<file path="src/rtl/irqh_pkg.sv">
`timescale 1ns/1ps
package irqh_pkg;
    localparam int DATA_W = 8;
    localparam int ADDR_W = 16;

    // register offsets from the window base
    localparam int OFF_ROOT = 0;
    localparam int OFF_MSTR = 1;
    localparam int OFF_BSEL = 5;
    localparam int OFF_PEND = 6;
    localparam int OFF_CFG  = 7;
    localparam int OFF_LIVE = 8;

    // config byte fields
    localparam int CB_LVL    = 0;
    localparam int CB_MLO    = 1;
    localparam int CB_MHI    = 2;
    localparam int CB_CLR    = 3;
    localparam int CB_IDX    = 4;
    localparam int CB_STROBE = 7;

    typedef struct packed {
        logic lvl;      // 1: level mode
        logic mask_lo;  // masks falling edge / low level
        logic mask_hi;  // masks rising edge / high level
    } src_cfg_t;

    localparam src_cfg_t CFG_RESET = '{lvl: 1'b0, mask_lo: 1'b1, mask_hi: 1'b1};
endpackage

</file>
<file path="src/rtl/irqh_src_cell.sv">
`timescale 1ns/1ps
module irqh_src_cell
    import irqh_pkg::*;
(
    input  logic     clk,
    input  logic     rst_n,
    input  logic     raw_i,
    input  logic     cfg_we_i,
    input  src_cfg_t cfg_i,
    input  logic     clr_i,
    output logic     line_o,
    output logic     pend_o
);
    typedef struct packed {
        logic     sync;
        logic     line;
        logic     prev;
        src_cfg_t cfg;
        logic     latch;
    } cell_st_t;

    cell_st_t st_d, st_q;
    logic rise, fall, hit;

    always_comb begin
        st_d      = st_q;
        st_d.sync = raw_i;
        st_d.line = st_q.sync;
        st_d.prev = st_q.line;
        rise = st_q.line & ~st_q.prev;
        fall = ~st_q.line & st_q.prev;
        if (st_q.cfg.lvl)
            hit = (st_q.line & ~st_q.cfg.mask_hi) | (~st_q.line & ~st_q.cfg.mask_lo);
        else
            hit = (rise & ~st_q.cfg.mask_hi) | (fall & ~st_q.cfg.mask_lo);
        if (cfg_we_i) begin
            st_d.cfg = cfg_i;
            if (clr_i)
                st_d.latch = 1'b0;
        end
        // a detection in the same cycle wins over a clear
        if (hit)
            st_d.latch = 1'b1;
    end

    always_ff @(posedge clk or negedge rst_n) begin
        if (!rst_n) begin
            st_q <= '{sync: 1'b0, line: 1'b0, prev: 1'b0, cfg: CFG_RESET, latch: 1'b0};
        end else begin
            st_q <= st_d;
        end
    end

    assign line_o = st_q.line;
    assign pend_o = st_q.latch & ~(st_q.cfg.mask_hi & st_q.cfg.mask_lo);

    // an armed rising edge is latched on the next edge
    a_r3_rise_latch: assert property (@(posedge clk) disable iff (!rst_n)
        (!st_q.cfg.lvl && !st_q.cfg.mask_hi && st_q.line && !st_q.prev) |=> st_q.latch);

    // an armed active-high level keeps the latch set
    a_r4_level_hold: assert property (@(posedge clk) disable iff (!rst_n)
        (st_q.cfg.lvl && !st_q.cfg.mask_hi && st_q.line) |=> st_q.latch);

    // configuration only moves on a strobed write
    a_r5_cfg_hold: assert property (@(posedge clk) disable iff (!rst_n)
        !cfg_we_i |=> $stable(st_q.cfg));

    // mask-and-acknowledge hides the line from the next cycle
    a_r6_mask_ack: assert property (@(posedge clk) disable iff (!rst_n)
        (cfg_we_i && clr_i && cfg_i.mask_hi && cfg_i.mask_lo) |=> !pend_o);
endmodule

</file>
<file path="src/rtl/irqh_tree.sv">
`timescale 1ns/1ps
module irqh_tree #(
    parameter int NUM_MASTERS    = 4,
    parameter int BLK_PER_MASTER = 8,
    parameter int SRC_PER_BLK    = 8,
    localparam int NUM_BLOCKS    = NUM_MASTERS * BLK_PER_MASTER,
    localparam int NUM_SRC       = NUM_BLOCKS * SRC_PER_BLK
) (
    input  logic                   clk,
    input  logic                   rst_n,
    input  logic [NUM_SRC-1:0]     pend_i,
    output logic [NUM_BLOCKS-1:0]  blk_any_o,
    output logic [NUM_MASTERS:0]   root_o,
    output logic                   irq_o
);
    for (genvar b = 0; b < NUM_BLOCKS; b++) begin : g_blk
        assign blk_any_o[b] = |pend_i[b*SRC_PER_BLK +: SRC_PER_BLK];
    end

    assign root_o[0] = 1'b0;
    for (genvar m = 0; m < NUM_MASTERS; m++) begin : g_mst
        assign root_o[m+1] = |blk_any_o[m*BLK_PER_MASTER +: BLK_PER_MASTER];
    end

    assign irq_o = |root_o;

    // the summary agrees with the raw pending lines
    a_r8_irq_agrees: assert property (@(posedge clk) disable iff (!rst_n)
        irq_o == (pend_i != '0));

    // root bit 0 never rises
    a_r8_root_bit0: assert property (@(posedge clk) disable iff (!rst_n)
        !root_o[0]);
endmodule

</file>
<file path="src/rtl/irqh_ctrl.sv">
`timescale 1ns/1ps
module irqh_ctrl
    import irqh_pkg::*;
#(
    parameter logic [15:0] BASE_ADDR      = 16'h01BB,
    parameter int          NUM_MASTERS    = 4,
    parameter int          BLK_PER_MASTER = 8,
    parameter int          SRC_PER_BLK    = 8,
    localparam int         NUM_BLOCKS     = NUM_MASTERS * BLK_PER_MASTER,
    localparam int         NUM_SRC        = NUM_BLOCKS * SRC_PER_BLK,
    localparam int         BSEL_W         = $clog2(NUM_BLOCKS),
    localparam int         IDX_W          = $clog2(SRC_PER_BLK),
    localparam int         SRC_W          = BSEL_W + IDX_W
) (
    input  logic               clk,
    input  logic               rst_n,
    input  logic [NUM_SRC-1:0] src_in,
    input  logic [15:0]        host_addr,
    input  logic               host_wr,
    input  logic [7:0]         host_wdata,
    output logic [7:0]         host_rdata,
    output logic               irq_out
);
    localparam logic [15:0] A_ROOT = BASE_ADDR + 16'(OFF_ROOT);
    localparam logic [15:0] A_MSTR = BASE_ADDR + 16'(OFF_MSTR);
    localparam logic [15:0] A_BSEL = BASE_ADDR + 16'(OFF_BSEL);
    localparam logic [15:0] A_PEND = BASE_ADDR + 16'(OFF_PEND);
    localparam logic [15:0] A_LIVE = BASE_ADDR + 16'(OFF_LIVE);
    localparam logic [15:0] A_CFG  = BASE_ADDR + 16'(OFF_CFG);

    typedef struct packed {
        logic [BSEL_W-1:0] blksel;
    } ctrl_st_t;

    ctrl_st_t st_d, st_q;

    logic                  bsel_wr, cfg_wr, clr_bit;
    logic [SRC_W-1:0]      cfg_target;
    src_cfg_t              cfg_word;
    logic [NUM_SRC-1:0]    line_vec, pend_vec;
    logic [NUM_BLOCKS-1:0] blk_any;
    logic [NUM_MASTERS:0]  root;

    always_comb begin
        st_d    = st_q;
        bsel_wr = host_wr && (host_addr == A_BSEL);
        if (bsel_wr && (int'(host_wdata) < NUM_BLOCKS))
            st_d.blksel = host_wdata[BSEL_W-1:0];
    end

    always_ff @(posedge clk or negedge rst_n) begin
        if (!rst_n) begin
            st_q <= '0;
        end else begin
            st_q <= st_d;
        end
    end

    assign cfg_wr     = host_wr && (host_addr == A_CFG) && host_wdata[CB_STROBE];
    assign cfg_target = {st_q.blksel, host_wdata[CB_IDX +: IDX_W]};
    assign clr_bit    = host_wdata[CB_CLR];
    assign cfg_word   = '{lvl: host_wdata[CB_LVL], mask_lo: host_wdata[CB_MLO],
                          mask_hi: host_wdata[CB_MHI]};

    for (genvar g = 0; g < NUM_SRC; g++) begin : g_src
        irqh_src_cell u_cell (
            .clk      (clk),
            .rst_n    (rst_n),
            .raw_i    (src_in[g]),
            .cfg_we_i (cfg_wr && (cfg_target == SRC_W'(g))),
            .cfg_i    (cfg_word),
            .clr_i    (clr_bit),
            .line_o   (line_vec[g]),
            .pend_o   (pend_vec[g])
        );
    end

    irqh_tree #(
        .NUM_MASTERS    (NUM_MASTERS),
        .BLK_PER_MASTER (BLK_PER_MASTER),
        .SRC_PER_BLK    (SRC_PER_BLK)
    ) u_tree (
        .clk       (clk),
        .rst_n     (rst_n),
        .pend_i    (pend_vec),
        .blk_any_o (blk_any),
        .root_o    (root),
        .irq_o     (irq_out)
    );

    always_comb begin
        host_rdata = '0;
        if (host_addr == A_ROOT)
            host_rdata = 8'(root);
        if (host_addr == A_BSEL)
            host_rdata = 8'(st_q.blksel);
        if (host_addr == A_PEND)
            host_rdata = 8'(pend_vec[st_q.blksel*SRC_PER_BLK +: SRC_PER_BLK]);
        if (host_addr == A_LIVE)
            host_rdata = 8'(line_vec[st_q.blksel*SRC_PER_BLK +: SRC_PER_BLK]);
        for (int m = 0; m < NUM_MASTERS; m++) begin
            if (host_addr == A_MSTR + 16'(m))
                host_rdata = 8'(blk_any[m*BLK_PER_MASTER +: BLK_PER_MASTER]);
        end
    end

    // an out-of-range select write leaves the selection alone
    a_r9_bsel_oob: assert property (@(posedge clk) disable iff (!rst_n)
        (bsel_wr && (int'(host_wdata) >= NUM_BLOCKS)) |=> $stable(st_q.blksel));

    // the configuration address never reads back data
    a_r2_cfg_reads_zero: assert property (@(posedge clk) disable iff (!rst_n)
        (host_addr == A_CFG) |-> (host_rdata == 8'h00));
endmodule

</file>
<file path="config.mk">
export PLATFORM = sky130hd
export DESIGN_NAME = irqh_ctrl
export DESIGN_NICKNAME = d
export VERILOG_FILES = /design/src/rtl/irqh_pkg.sv /design/src/rtl/irqh_src_cell.sv /design/src/rtl/irqh_tree.sv /design/src/rtl/irqh_ctrl.sv
export SDC_FILE = /design/constraint.sdc
export NUM_CORES = 2
export LEC_CHECK = 0
export BUFFER_PORTS_ARGS = -buffer_cell sky130_fd_sc_hd__buf_2
export CORE_ASPECT_RATIO = 0.7
export CORE_MARGIN = 2
export CORE_UTILIZATION = 25
export CTS_CLUSTER_DIAMETER = 30
export DETAILED_ROUTE_END_ITERATION = 8
export GPL_TIMING_DRIVEN = 0
export SYNTH_ARGS = -nofsm -noshare
export SYNTH_HDL_FRONTEND = slang
export SYNTH_HIERARCHICAL = 1
export SYNTH_SLANG_ARGS = --single-unit
</file>
<file path="constraint.sdc">
create_clock -name clk -period 5.5 [get_ports clk]
set_input_delay 1.65 -clock clk [delete_from_list [all_inputs] [get_ports clk]]
set_output_delay 1.65 -clock clk [all_outputs]
set_load 0.05 [all_outputs]
</file>
==> flow_metrics.py <==
metrics = {
    "run_status": {
        "outcome": "finished, violations left",
        "violations": "negative setup slack",
    },
    "synth": {
        "ys_types": 57,
        "synth_nets": 5843,
        "yosysWarnings": 6,
        "synthCells": 5560,
        "synth-seq-cells": 1797,
        "ys_seq_area_share_pct": 64.1,
        "synth.top_cells.by_area": "dfrtp_1 (45%), dfstp_2 (19%), mux2_2 (8.3%), a211o_1 (3.2%), nor2_1 (2.8%)",
        "synthFlopType": "dfrtp_1",
        "synth_edf_count": 0,
        "ys_async_sr_fraction_pct": 100,
        "yosysTopAreaCell": "dfrtp_1",
        "syn_avg_cell_area_sq_um": 12.8,
        "synth.cell_area_sq_um": 71100,
        "synth_top_area_share_pct": 45.2,
    },
    "global_routing": {
        "antenna_found_initial": 26,
        "grt_pass1_wl_um": 356000,
        "use_met1_pct": 22.0,
        "overflow": 0,
        "grtUsageMet2_pct": 25.0,
        "top_usage_layer": "met2",
        "grt_start_max_net_pins": 175,
        "met3_usage_pct": 4.79,
        "grt_pass1_vias": 51500,
        "track_usage_pct": 16.8,
    },
    "route": {
        "drtIter0Drc": 4861,
        "vias": 50400,
        "viasPerCell": 4.85,
        "wl_um": 248000,
        "first_pass_iters": 9,
        "drc": 0,
        "avgRoutedWirePerCell_um": 23.9,
        "ant_nets": 0,
    },
    "timing": {
        "layout_setup_ws_ns": -0.164,
        "fin_crit_ns": 5.66,
        "final-setup-viol-count": 7,
        "clock_skew_ns": 0.0651,
        "final_hold_viol_count": 0,
        "fin_crit_sh_pct": 103,
        "slew_violations": 0,
        "tightestPinTransition_ns": 1.49,
        "maxSlewHeadroom_pct": 0.590,
        "fmax_mhz": 177,
        "rsz0062_at_grt": "true",
    },
    "worst_setup_path": {
        "cp_top_family": "compound AO/OA/AOI/OAI gates",
        "cp_slowest_cell": "dfstp_2",
        "setup.worst_path.end_class": "primary output",
        "reg2reg_depth": 10,
        "critPathMaxFanout": 3,
        "start_kind": "flop",
        "crit_path_frequent_cell": "buf_4",
        "r2r-start": "st_q[2]",
        "cp.buffers_inverters": 2,
        "r2r-end": "g_src[99].u_cell/st_q[0]",
        "critPathLaunch": "g_src[240].u_cell/st_q[1]",
        "crit_chain": "a21boi_0, nor4_2, buf_4, nand4_1, or4_4, a222oi_1, o211ai_1, buf_4",
        "crit_required_ns": 3.85,
        "cp_data_arrival_time_ns": 4.01,
        "cpPeakStageDelay_ns": 0.54,
        "rrSetupSlack_ns": 1.04,
        "crit_type": "reg -> out",
    },
    "clock_tree": {
        "cts_htree_levels": 5,
        "clock_path_buffers": 4,
        "cts_buffers": 360,
        "root_buffer": "clkbuf_16",
        "cts_num_sinks": 1797,
        "clkTransAtPathRegs_ns": 0.05,
        "clock_latency_ns": 0.92,
        "tritoncts": "yes",
    },
    "pwr": {
        "pwr-share-seq_pct": 37.4,
        "p_leak_nw": 36.7,
        "switching_power_mw": 8.52,
        "intPower_mw": 28.5,
        "power_density_nw_per_um2": 402,
        "p_sw_share_pct": 23.0,
        "combPwrFrac_pct": 2.1,
        "peakVddDrop_mv": 0.296,
        "power_mw": 37.1,
        "power_frac_clock_pct": 60.5,
    },
    "min_path": {
        "hold_path_end": "g_src[2].u_cell/line_o",
        "min_from": "g_src[2].u_cell/st_d[5]",
        "whs_path_depth": 0,
        "min_path_type": "reg -> reg",
    },
    "floorplan": {
        "initial_core_util_pct": 25.2,
        "rows": 163,
        "die_h_um": 450,
        "core_area_sq_um": 282000,
        "dieArea_sq_um": 289000,
        "die_w_um": 641,
        "pin_count": 292,
    },
    "place": {
        "finalWeightedCongestion": 0.916,
        "hpwl_um": 171000,
        "dp_cells": 9667,
        "numPortBuffers": 290,
    },
    "finish": {
        "final_common_cell": "dfrtp_1",
        "fin_cells": 10400,
        "nNetsFinal": 6559,
        "drive_gt1_share_pct": 34.7,
        "syn2layout_area_growth_pct": 29.6,
        "most-common-layout-cells": "dfrtp_1 (1285), nor2_1 (524), mux2_2 (523)",
    },
    "run": {
        "maxCapViolations": 0,
    },
}
-- through the flow --
step           setup TNS (ns)  util (%)  setup slack [ns]  area [sq um]  hold slack (ns)
2_1_floorplan               0         -             0.111         71100            0.331
3_3_place_gp                -      27.4            -35.98         77300            0.335
3_5_place_dp            -7.99      27.6            -0.814         78000            0.335
4_1_cts                -0.218      32.5           -0.0493         91900            0.316
5_1_grt                -0.384      32.6           -0.0792         92100            0.321
6_report               -0.438      32.6            -0.164         92100            0.317
-- cell families after synthesis --
group,count (synthesis),synth area share [%]
flip-flops,1797,64.1
AND/OR/NAND/NOR,1286,7.89
other,1,0.00527
buffers and inverters,356,2.00
multiplexers,736,12.7
AO/OA/AOI/OAI,1384,13.2
-- flip-flops by register name (all words and copies together), names as in the netlist --
register and flops:
g_src.u_cell/st_d 256, g_src.u_cell/line_o 256, g_src.u_cell/st_q 1280, st_q 5
-- worst max path at each step --
stage / end / slack (ns) / cells past startpoint
after global placement: g_src[37].u_cell/line_o / -35.98 / 1
after global routing: host_rdata[4] / -0.08 / 8
final: host_rdata[4] / -0.16 / 8
after floorplan: host_rdata[1] / 0.11 / 7
after CTS: host_rdata[1] / -0.05 / 9
after detailed placement: host_rdata[1] / -0.81 / 9
-- layout make-up --
type                    count  area (sq um)
multi-input cells        3407         24900
plain buffers              94           731
clock inverters           217          2740
inverters                 261           982
diodes                     16          40.0
fillers                 27600        190000
repair buffers            355          2490
flip-flops and latches   1797         45600
well taps                3795          4750
clock buffers             447          9850
-- power groups by stage --
stage	Clock [mW]	Combinational [mW]	Sequential, mW
after floorplan	0	0.119	13.9
after global placement	0	0.711	14.1
after detailed placement	0	0.781	14.1
after CTS	22.8	0.796	13.9
after global routing	23.5	0.856	13.9
final	22.4	0.774	13.9
-- Yosys cell counts (all sizes together) (7+ instances only) --
master,count
nand3,39
clkbuf,48
nor2b,12
inv,261
a21oi,269
nor2,526
nor4,68
o21ai,267
mux2i,131
a221oi,7
nand4,24
dfstp,512
buf,47
mux2,523
nand2,330
a211o,256
a21boi,512
dfrtp,1285
a22oi,50
mux4,82
nor3,262
-- layer usage --
| layer | share of wire (%) | vias up |
|---|---|---|
| met1 | 41 | 26100 |
| met5 | 0.019 | - |
| met4 | 5.5 | 8 |
| met2 | 44 | 2192 |
| li1 | - | 21600 |
| met3 | 9.1 | 561 |
-- timing repair --
| action | CTS | global route |
|---|---|---|
| buffers inserted | 34 | 9 |
| pin swaps | 48 | 28 |
| hold buffers | 0 | 0 |
| resized for setup | 238 | 73 |
| endpoints found under the setup margin | 9 | 9 |
(Power assumes the default switching activity.)
